`config.mk`:
```
export PLATFORM = sky130hd
export DESIGN_NAME = mac_decim_cell
export DESIGN_NICKNAME = d
export VERILOG_FILES = /design/src/rtl/fcell_pkg.sv /design/src/rtl/fcell_operand_reg.sv /design/src/rtl/fcell_coef_chain.sv /design/src/rtl/fcell_mac.sv /design/src/rtl/mac_decim_cell.sv
export SDC_FILE = /design/constraint.sdc
export NUM_CORES = 1
export LEC_CHECK = 0
export BUFFER_PORTS_ARGS = -buffer_cell sky130_fd_sc_hd__buf_2
export CORE_MARGIN = 2
export CORE_UTILIZATION = 50
export DETAILED_ROUTE_END_ITERATION = 7
export PLACE_DENSITY = 0.64
export SYNTH_ARGS = -nofsm -noshare
export SYNTH_HDL_FRONTEND = slang
export SYNTH_SLANG_ARGS = --single-unit
```
`constraint.sdc`:
```
create_clock -name clk -period 17.2 [get_ports clk]
set_clock_uncertainty 0.15 [all_clocks]
set_input_delay 2.58 -clock clk [delete_from_list [all_inputs] [get_ports clk]]
set_output_delay 2.58 -clock clk [all_outputs]
set_load 0.01 [all_outputs]
```
`src/rtl/fcell_pkg.sv`:
```
package fcell_pkg;

    // operand width as seen at the pins
    localparam int OP_W   = 9;
    // widened operand: one extra bit so an unsigned 8-bit value stays positive
    localparam int EXT_W  = OP_W + 1;
    localparam int PROD_W = 2 * EXT_W;

    typedef struct packed {
        logic            is_signed;
        logic [OP_W-1:0] bits;
    } operand_t;

    localparam operand_t OPERAND_ZERO = '{is_signed: 1'b0, bits: '0};

    // Interpret an operand according to its captured format flag.
    function automatic logic signed [EXT_W-1:0] widen(input operand_t op);
        logic signed [EXT_W-1:0] r;
        if (op.is_signed) begin
            r = {op.bits[OP_W-1], op.bits};
        end else begin
            r = {2'b00, op.bits[OP_W-2:0]};
        end
        return r;
    endfunction

endpackage

```
`src/rtl/fcell_operand_reg.sv`:
```
module fcell_operand_reg
    import fcell_pkg::*;
(
    input  logic     clk,
    input  logic     rst,
    input  logic     load,
    input  operand_t d,
    output operand_t q
);

    always_ff @(posedge clk) begin
        if (rst) begin
            q <= OPERAND_ZERO;
        end else if (load) begin
            q <= d;
        end
    end

endmodule

```
`src/rtl/fcell_coef_chain.sv`:
```
module fcell_coef_chain
    import fcell_pkg::*;
#(
    parameter int STAGES = 3,
    parameter int SEL_W  = 2
) (
    input  logic             clk,
    input  logic             rst,
    input  logic             en,
    input  logic [OP_W-1:0]  head,
    input  logic [SEL_W-1:0] sel,
    output logic [OP_W-1:0]  tap
);

    generate
        if (STAGES == 0) begin : g_no_delay
            assign tap = head;
        end else begin : g_delay
            logic [OP_W-1:0] dly [1:STAGES];

            always_ff @(posedge clk) begin
                if (rst) begin
                    for (int k = 1; k <= STAGES; k++) begin
                        dly[k] <= '0;
                    end
                end else if (en) begin
                    dly[1] <= head;
                    for (int k = 2; k <= STAGES; k++) begin
                        dly[k] <= dly[k-1];
                    end
                end
            end

            // select 0 taps the coefficient register itself
            always_comb begin
                tap = head;
                for (int k = 1; k <= STAGES; k++) begin
                    if (int'(sel) == k) begin
                        tap = dly[k];
                    end
                end
            end
        end
    endgenerate

endmodule

```
`src/rtl/fcell_mac.sv`:
```
module fcell_mac
    import fcell_pkg::*;
#(
    parameter int ACC_W = 26
) (
    input  logic             clk,
    input  logic             rst,
    input  logic             clear,
    input  operand_t         smp,
    input  operand_t         cof,
    output logic [ACC_W-1:0] prod_ext,
    output logic [ACC_W-1:0] acc
);

    localparam int PAD_W = ACC_W - PROD_W;

    logic signed [PROD_W-1:0] prod;

    assign prod     = widen(smp) * widen(cof);
    assign prod_ext = {{PAD_W{prod[PROD_W-1]}}, prod};

    always_ff @(posedge clk) begin
        if (rst) begin
            acc <= '0;
        end else if (clear) begin
            acc <= prod_ext;
        end else begin
            acc <= acc + prod_ext;
        end
    end

endmodule

```
`src/rtl/mac_decim_cell.sv`:
```
module mac_decim_cell
    import fcell_pkg::*;
#(
    parameter  int ACC_W      = 26,
    parameter  int DEC_STAGES = 3,
    localparam int SEL_W      = $clog2(DEC_STAGES + 1)
) (
    input  logic             clk,
    input  logic             rst,
    input  logic [OP_W-1:0]  din,
    input  logic             data_en,
    input  logic             data_signed,
    input  logic [OP_W-1:0]  coef_in,
    input  logic             coef_en,
    input  logic             coef_signed,
    input  logic             erase,
    input  logic [SEL_W-1:0] dec_sel,
    output logic [OP_W-1:0]  coef_out,
    output logic [ACC_W-1:0] acc_out
);

    operand_t         data_q;
    operand_t         coef_q;
    logic [ACC_W-1:0] prod_ext;

    fcell_operand_reg u_data_reg (
        .clk  (clk),
        .rst  (rst),
        .load (data_en),
        .d    ('{is_signed: data_signed, bits: din}),
        .q    (data_q)
    );

    fcell_operand_reg u_coef_reg (
        .clk  (clk),
        .rst  (rst),
        .load (coef_en),
        .d    ('{is_signed: coef_signed, bits: coef_in}),
        .q    (coef_q)
    );

    fcell_coef_chain #(
        .STAGES (DEC_STAGES),
        .SEL_W  (SEL_W)
    ) u_chain (
        .clk  (clk),
        .rst  (rst),
        .en   (coef_en),
        .head (coef_q.bits),
        .sel  (dec_sel),
        .tap  (coef_out)
    );

    fcell_mac #(
        .ACC_W (ACC_W)
    ) u_mac (
        .clk      (clk),
        .rst      (rst),
        .clear    (erase),
        .smp      (data_q),
        .cof      (coef_q),
        .prod_ext (prod_ext),
        .acc      (acc_out)
    );

endmodule

```
# == Yosys cells after proc, flatten, opt, wreduce, memory -nomap -nowiden ==
# Memories as Yosys holds them, arrays and structs flattened.
# Cells that the tools add are included.
# W data, S select, Z words.
# op_classes
mux,14
mul,1
eq_ne,3
bitwise,3
add_sub_neg,1
# ops
operator,count
$mux W9,6
$add A26 B26 Y26,1
$mux W26,1
$mul A10 B10 Y20,1
$mux W10,2
$mux W1,5
$eq A2 B2 Y1 const B,2
$or A1 B1 Y1,3
$eq A2 B1 Y1 const B,1
# totals
regBits,46
output_inout_bits,35
mem_count,1
ramBits,27
# mem_list
memory,words,word_bits,read_ports,rd_ports_with_merged_regs,write_ports,line,rtl
u_chain.g_delay.dly,3,9,3,0,3,fcell_coef_chain.sv:19,logic [OP_W-1:0] dly [1:STAGES];

# == Depth between registers and ports, before layout ==
# Gate-level depths: netlist of the first run.
# logic_depth
depth_word,4
ltp_mapped,30
depth_no_buf,29

# == Cells and area by module ==
# Synthesis of the first run repeated with hierarchy kept, for this count alone.
# unflattened
cells_unflattened,847
area_unflattened_um2,7970.1
# modules_own_cells
module,instances,area_per_inst_um2,cells_each,seq_area_each_um2
fcell_mac,1,5977.0,713,520.5
fcell_coef_chain,1,1287.5,70,810.8
fcell_operand_reg,2,352.8,32,200.2

# == Worst setup path after synthesis of the first run ==
# No wires, ideal clock.
# synth_path
path_type,register -> register
startpoint,register u_coef_reg.q[8] (netlist name)
endpoint,register u_mac.acc[25]
setup_ns,0.128
path_buffers,1
path_slack_ns,10.257
arrival_ns,6.665
period_less_slack_ns,6.943
path_stages_with_launch,29
path_cell_list,dfxtp_1 clkbuf_1 nand2_1 or2_2 fa_1 fa_1 inv_1 fa_1 fa_1 inv_1 fa_1 inv_1 ha_1 a21o_1 a21oi_2 o21ai_1 a211o_1 o31ai_1 o21ai_0 xor2_1 ha_1 inv_1 nor2_1 nand3_1 o21ai_0 o221ai_1 o31ai_1 xor2_1 nor2_1
# synth_between
elab_chain_cells,4
# synth_rtl
element,line,rtl
"start, declared",fcell_operand_reg.sv:8,output operand_t q
"start signal, assigned",fcell_operand_reg.sv:13,q <= OPERAND_ZERO;
"start signal, assigned",fcell_operand_reg.sv:15,q <= d;
$mux W10 *,fcell_pkg.sv:19,if (op.is_signed) begin
$mul A10 B10 Y20 *,fcell_mac.sv:19,assign prod = widen(smp) * widen(cof);
$add A26 B26 Y26,fcell_mac.sv:28,acc <= acc + prod_ext;
$mux W26 *,fcell_mac.sv:25,end else if (clear) begin
"end signal, assigned",fcell_mac.sv:26,acc <= prod_ext;
"end signal, assigned",fcell_mac.sv:28,
"end, declared",fcell_mac.sv:12,output logic [ACC_W-1:0] acc
# Mark *: on every way between the ends. The rest lies on a longest branch, timed or not.
# A chain may end at the register's enable or synchronous reset.

# == Final worst setup path of the first run ==
# layout_path
startpoint,register u_coef_reg.q[8] (netlist name)
endpoint,register u_mac.acc[23]
# The elaborated chain is that of the path after synthesis.

==> results of run 1 <==
==> power groups by stage <==
| stage | sequential [uW] | combinational, uW | clock (uW) |
|---|---|---|---|
| 2_1_floorplan | 200 | 86.3 | 0 |
| 3_3_place_gp | 206 | 107 | 0 |
| 3_5_place_dp | 207 | 109 | 0 |
| 4_1_cts | 203 | 110 | 216 |
| 5_1_grt | 205 | 125 | 222 |
| 6_report | 203 | 109 | 211 |
==> area by class of cell <==
cell class,count,area (um2)
Clock buffer,9,225
Clock inverter,7,103
Fill cell,1350,6620
Inverter,134,503
Multi-Input combinational cell,597,5490
Sequential cell,73,1730
Tap cell,211,264
Timing Repair Buffer,63,320
==> layer usage <==
| layer | GRT usage | vias to the layer above |
|---|---|---|
| met3 | 0.0380 | 18 |
| met1 | 0.277 | 2774 |
| met2 | 0.350 | 126 |
| met5 | 0 | - |
| li1 | - | 2797 |
| met4 | 0.0537 | 0 |
==> per-stage QoR <==
| stage | area (um2) | util |
|---|---|---|
| after floorplan | 7860 | - |
| after global placement | 8310 | 0.544 |
| after detailed placement | 8310 | 0.544 |
| after CTS | 8630 | 0.566 |
| after global routing | 8630 | 0.566 |
| final | 8630 | 0.566 |
==> sequential cells by signal, summed over array words and instances (netlist names) <==
signal,count
u_coef_reg.q,10
u_chain.g_delay.dly,27
u_mac.acc,26
u_data_reg.q,10
==> synthesized netlist by cell type, types with 2 or more instances <==
library cell  instances
a211oi_1              4
nand3_1               7
o21ai_1               5
o21bai_1              8
or2_2                 3
fa_1                 88
mux2i_1              24
xor2_1               10
nand2_1              74
dfxtp_1              46
xnor2_1              32
a21oi_2               3
o31ai_1               3
and3_1               17
o21ai_0              16
a21oi_1              37
a31oi_1               3
or3_1                 2
clkbuf_1             32
and2_1               57
inv_1               134
a21o_1               16
nor3_1                5
nand2b_1              5
nor2_1               62
mux4_2                9
ha_1                 75
a211o_1               4
buf_1                 2
edfxtp_1             27
nor2b_1               6
==> final timing paths <==
path	endpoint	cells after the start
worst min-delay path	u_data_reg.q[8]	2
worst max register to register	u_mac.acc[23]	28
worst max-delay path	u_mac.acc[23]	28
worst min register to register	u_data_reg.q[8]	2
==> kinds of logic (layout without fill, tap and decap cells) <==
family | after synthesis | in the layout | share of synthesized area
compound gates | 117 | 117 | 0.102
flops | 73 | 73 | 0.220
buf+inv | 169 | 213 | 0.0812
xor+xnor | 42 | 42 | 0.0468
mux | 33 | 33 | 0.0564
fa+ha+maj | 163 | 163 | 0.344
simple gates | 242 | 242 | 0.150
==> critical path, delay by kind of cell, from the launching register on <==
kind                       cells  cell delay (ns)
DFF                            1             0.46
adders and majority gates      7             3.20
xor gates and xnor gates       2             0.31
AOI/OAI and AO/OA             10             2.36
and+or+nand+nor                4             0.58
buffers and inverters          5             0.42
==> reports/qor.yml, run 1 <==
setup_ws_ns: 9.59
cts_inserted_buffers: 9
worst_pin_slew_ns: 0.645
dr_wl_met3_um: 691
drt_first_pass_iters: 5
wl_per_cell_um: 14.9
combPwrFrac: 0.209
tns_ns: 0
netlist.area_leader.share: 0.224
die-area_um2: 16700
final_cell_mix: "inv_1 (134), fa_1 (88), ha_1 (75), nand2_1 (74), nor2_1 (62)"
fin_cells: 1094
grt_max_degree: 46
synthCells: 839
min-delay-start: "u_data_reg.q[8]"
layout_commonest_cell: "inv_1"
antenna_found_initial: 0
io_pins: 62
top_layer: "met4"
grt_pass1_vias: 5730
start_util: 0.515
ys_seq_elements: 73
root_buffer: "clkbuf_16"
outcome: "completed"
die_y_um: 129
grt_pass1_wl_um: 27300
die_x_um: 129
grt_overflow: 0
irDropWorstVdd_v: 0.0000609
p_sw_uw: 157
yosys_warnings: 0
swShare: 0.300
portBuffers: 61
synth_edf_count: 27
clk_pin_slew_ns: 0.07
cap_viol_max_count: 0
r2r_slack_ns: 9.59
fmax_mhz: 131
period_minus_slack_ns: 7.61
met1_length_um: 7430
grt_setup_unrepaired: "false"
via_count: 5715
yosysTopAreaCell: "fa_1"
internal-power_uw: 367
slew_headroom: 0.570
drt.antenna.violating_nets: 0
setup_violations: 0
dp_hpwl_um: 12800
power_frac_clock: 0.404
nets: 1068
startpoint: "u_coef_reg.q[8]"
fin_hold_ws_ns: 0.376
cts_hold_buffers: 0
drive_gt1_frac: 0.117
htree_levels: 3
wl_um: 16300
seq_area_frac_synth: 0.220
cts_resized: 0
via_per_inst: 5.22
rows: 45
post_cts_buffers: 0
crit_type: "reg -> reg"
place_congestion: 0.874
required_ns: 17.29
pwr-share-seq: 0.387
yosys.cell_types.count: 54
p_total_uw: 524
cp.arrival_ns: 7.70
crit_path_end_kind: "flop"
drc: 0
async_reset_ff_frac: 0
hold_path.class: "reg -> reg"
power_density_nw_per_um2: 60.7
area_growth_pct: 9.89
synth_ff_type: "dfxtp_1"
start_kind: "flop"
clock_latency_ns: 0.35
cts_tree: "built"
dp.cells: 1078
wl_met2_um: 7960
synth.area.top_cells: "fa_1 (22%), ha_1 (12%), dfxtp_1 (12%)"
clock_path_buffers: 2
core_um2: 15300
finalHoldViolations: 0
p_leak_uw: 0.00454
syn_nets: 1029
grt_usage: 0.208
diodes: 0
cts.sinks: 73
drt-initial-drc-count: 307
place_ws_ns: 9.67
reg2reg_from: "u_coef_reg.q[8]"
finalCritPeriodShare: 0.442
synth_area_um2: 7860
cpMaxStageDelayCell: "fa_1"
slew_viol_final: 0
syn_avg_cell_area_um2: 9.37
worstPathMaxFanout: 11
cp_slowest_stage_delay_ns: 0.55
No activity file was read; power rests on OpenSTA's default activity.
==> run 2: changes to the inputs <==
--- a/config.mk
+++ b/config.mk
@@ -9,7 +9,7 @@
 export CORE_MARGIN = 2
 export CORE_UTILIZATION = 50
 export DETAILED_ROUTE_END_ITERATION = 7
-export PLACE_DENSITY = 0.64
+export PLACE_DENSITY = 0.67
 export SYNTH_ARGS = -nofsm -noshare
 export SYNTH_HDL_FRONTEND = slang
 export SYNTH_SLANG_ARGS = --single-unit
==> constraint.sdc (replaced) <==
create_clock -name clk -period 6.88 [get_ports clk]
set_clock_uncertainty 0.15 [all_clocks]
set_input_delay 1.032 -clock clk [delete_from_list [all_inputs] [get_ports clk]]
set_output_delay 1.032 -clock clk [all_outputs]
set_load 0.01 [all_outputs]
==> reports/qor.yml, run 2 (synthesis gave the netlist of run 1 again) <==
n_fill_cell: 1313  # -2.7%
crit_type: "reg -> reg"
final_area_um2: 9310  # +7.8%
place_ws_ns: -0.0841  # -9.75 ns
setup_violations: 0  # unchanged
drt_first_pass_iters: 4  # -1
cts_hold_buffers: 0  # unchanged
irDropWorstVdd_v: 0.000164  # +170%
regArea_um2: 1760  # +1.6%
die-area_um2: 16700  # unchanged
slew_headroom: 0.585  # +0.0146
clock_latency_ns: 0.35  # about the same
required_ns: 6.98  # -10.31 ns
via_per_inst: 5.13  # -1.8%
cts_tree: "built"
place_congestion: 0.887  # +1.5%
antenna_found_initial: 0  # unchanged
drt.antenna.violating_nets: 0  # unchanged
wl_um: 16200  # -0.64%
finalCritPeriodShare: 0.972  # +0.530
placed_area_um2: 8670  # +4.4%
io_pins: 62  # unchanged
outcome: "completed"
power_density_nw_per_um2: 137  # +130%
largest_register_ffs: 27  # unchanged
grt_usage: 0.199  # -0.00813
drc: 0  # unchanged
dp_hpwl_um: 12700  # -0.50%
p_leak_uw: 0.00479  # +5.4%
worstPathMaxFanout: 8  # -3
drive_gt1_frac: 0.235  # +0.118
slew_viol_final: 0  # unchanged
grt_max_degree: 46  # unchanged
reg_top3: "u_chain.g_delay.dly (27), u_mac.acc (26)"
die_x_um: 129  # unchanged
cpMaxStageDelayCell: "fa_1"
clock_path_buffers: 2  # unchanged
finalHoldViolations: 0  # unchanged
diodes: 0  # unchanged
root_buffer: "clkbuf_16"
fmax_mhz: 149  # +14%
internal-power_uw: 870  # +140%
grt_overflow: 0  # unchanged
worst_pin_slew_ns: 0.623  # -0.0219 ns
hold_path.class: "reg -> reg"
power_frac_clock: 0.362  # -0.042
critical_path_buf_inv_count: 5  # unchanged
cp_slowest_stage_delay_ns: 0.56  # about the same
swShare: 0.319  # +0.0185
layout_commonest_cell: "inv_1"
nets: 1118  # +4.7%
setup_ws_ns: 0.190  # -9.40 ns
die_y_um: 129  # unchanged
cts.sinks: 73  # unchanged
final_cell_mix: "inv_1 (128), fa_1 (85), nand2_1 (68), ha_1 (65), buf_2 (61)"
start_kind: "flop"
via_count: 5867  # +2.7%
top_register: "u_chain.g_delay.dly"
cap_viol_max_count: 0  # unchanged
grt_pass1_wl_um: 26500  # -3.1%
area_growth_pct: 18.5
combPwrFrac: 0.252  # +0.043
pwr-share-seq: 0.387  # about the same
clk_pin_slew_ns: 0.07  # about the same
multi_input_area_um2: 5780  # +5.3%
drt-initial-drc-count: 266  # -13%
htree_levels: 3  # unchanged
cts_inserted_buffers: 9  # unchanged
crit_path_end_kind: "flop"
wl_per_cell_um: 14.2  # -5.0%
core_um2: 15300  # unchanged
start_util: 0.515  # unchanged
cp_top_family: "adder cells"
p_sw_uw: 407  # +160%
utilization: 0.610  # +0.0442
period_minus_slack_ns: 6.69  # -0.917 ns
crit_top_cell: "fa_1"
grt_pass1_vias: 5607  # -2.1%
rows: 45  # unchanged
portBuffers: 61  # unchanged
cp.arrival_ns: 6.79  # -0.91 ns
-- run 2: worst paths after layout --
check	from	endpoint	slack (ns)	cells past startpoint
worst max-delay path	u_coef_reg.q[9]	u_mac.acc[24]	0.19	25
worst min-delay path	u_data_reg.q[8]	u_data_reg.q[8]	0.35	2
worst max register to register	u_coef_reg.q[9]	u_mac.acc[24]	0.19	25
worst min register to register	u_data_reg.q[8]	u_data_reg.q[8]	0.35	2
-- run 2: layout make-up --
cell class	count	share of cell area
Multi-Input combinational cell	597	0.621
Sequential cell	73	0.189
Timing Repair Buffer	113	0.0772
Inverter	134	0.0540
Tap cell	211	0.0284
Clock buffer	9	0.0242
Clock inverter	7	0.00659
-- run 2: tightest hold or removal path: cells and delay by family (launching register included) --
| kind | cells | cell delay [ns] |
|---|---|---|
| flip-flops | 1 | 0.33 |
| AND/OR/NAND/NOR | 1 | 0.08 |
| multiplexers | 1 | 0.06 |
-- run 2: timing repair --
action / 4_1_cts / 5_1_grt
pin swaps: 4 / 42
setup endpoints to repair: 4 / 11
gates cloned: 0 / 0
gates resized for setup: 4 / 83
endpoints found under the hold margin: 0 / 0
setup buffers: 1 / 1
-- run 2: layer usage --
metal / global-route usage / wire (um) / part of all wire
met4: 0.0537 / 234 / 0.014
met3: 0.0351 / 662 / 0.041
met1: 0.283 / 7600 / 0.47
met5: 0 / 0 / 0
met2: 0.317 / 7700 / 0.48
-- run 2: power by group through the flow --
stage                     sequential (uW)  combinational [uW]  clock, uW
after detailed placement              502                 307          0
after CTS                             493                 311        474
after global routing                  497                 365        491
final                                 494                 322        462
after global placement                502                 304          0
after floorplan                       501                 216          0
-- run 2: per-stage QoR --
step,std cells,TNS (ns),hold slack [ns],total power [uW]
CTS,1143,0,0.369,1280
detailed placement,1126,-0.122,0.355,810
finish,1144,0,0.353,1280
global route,1144,-0.122,0.404,1350
global placement,1126,-0.0150,0.331,806
floorplan,839,0,0.308,716
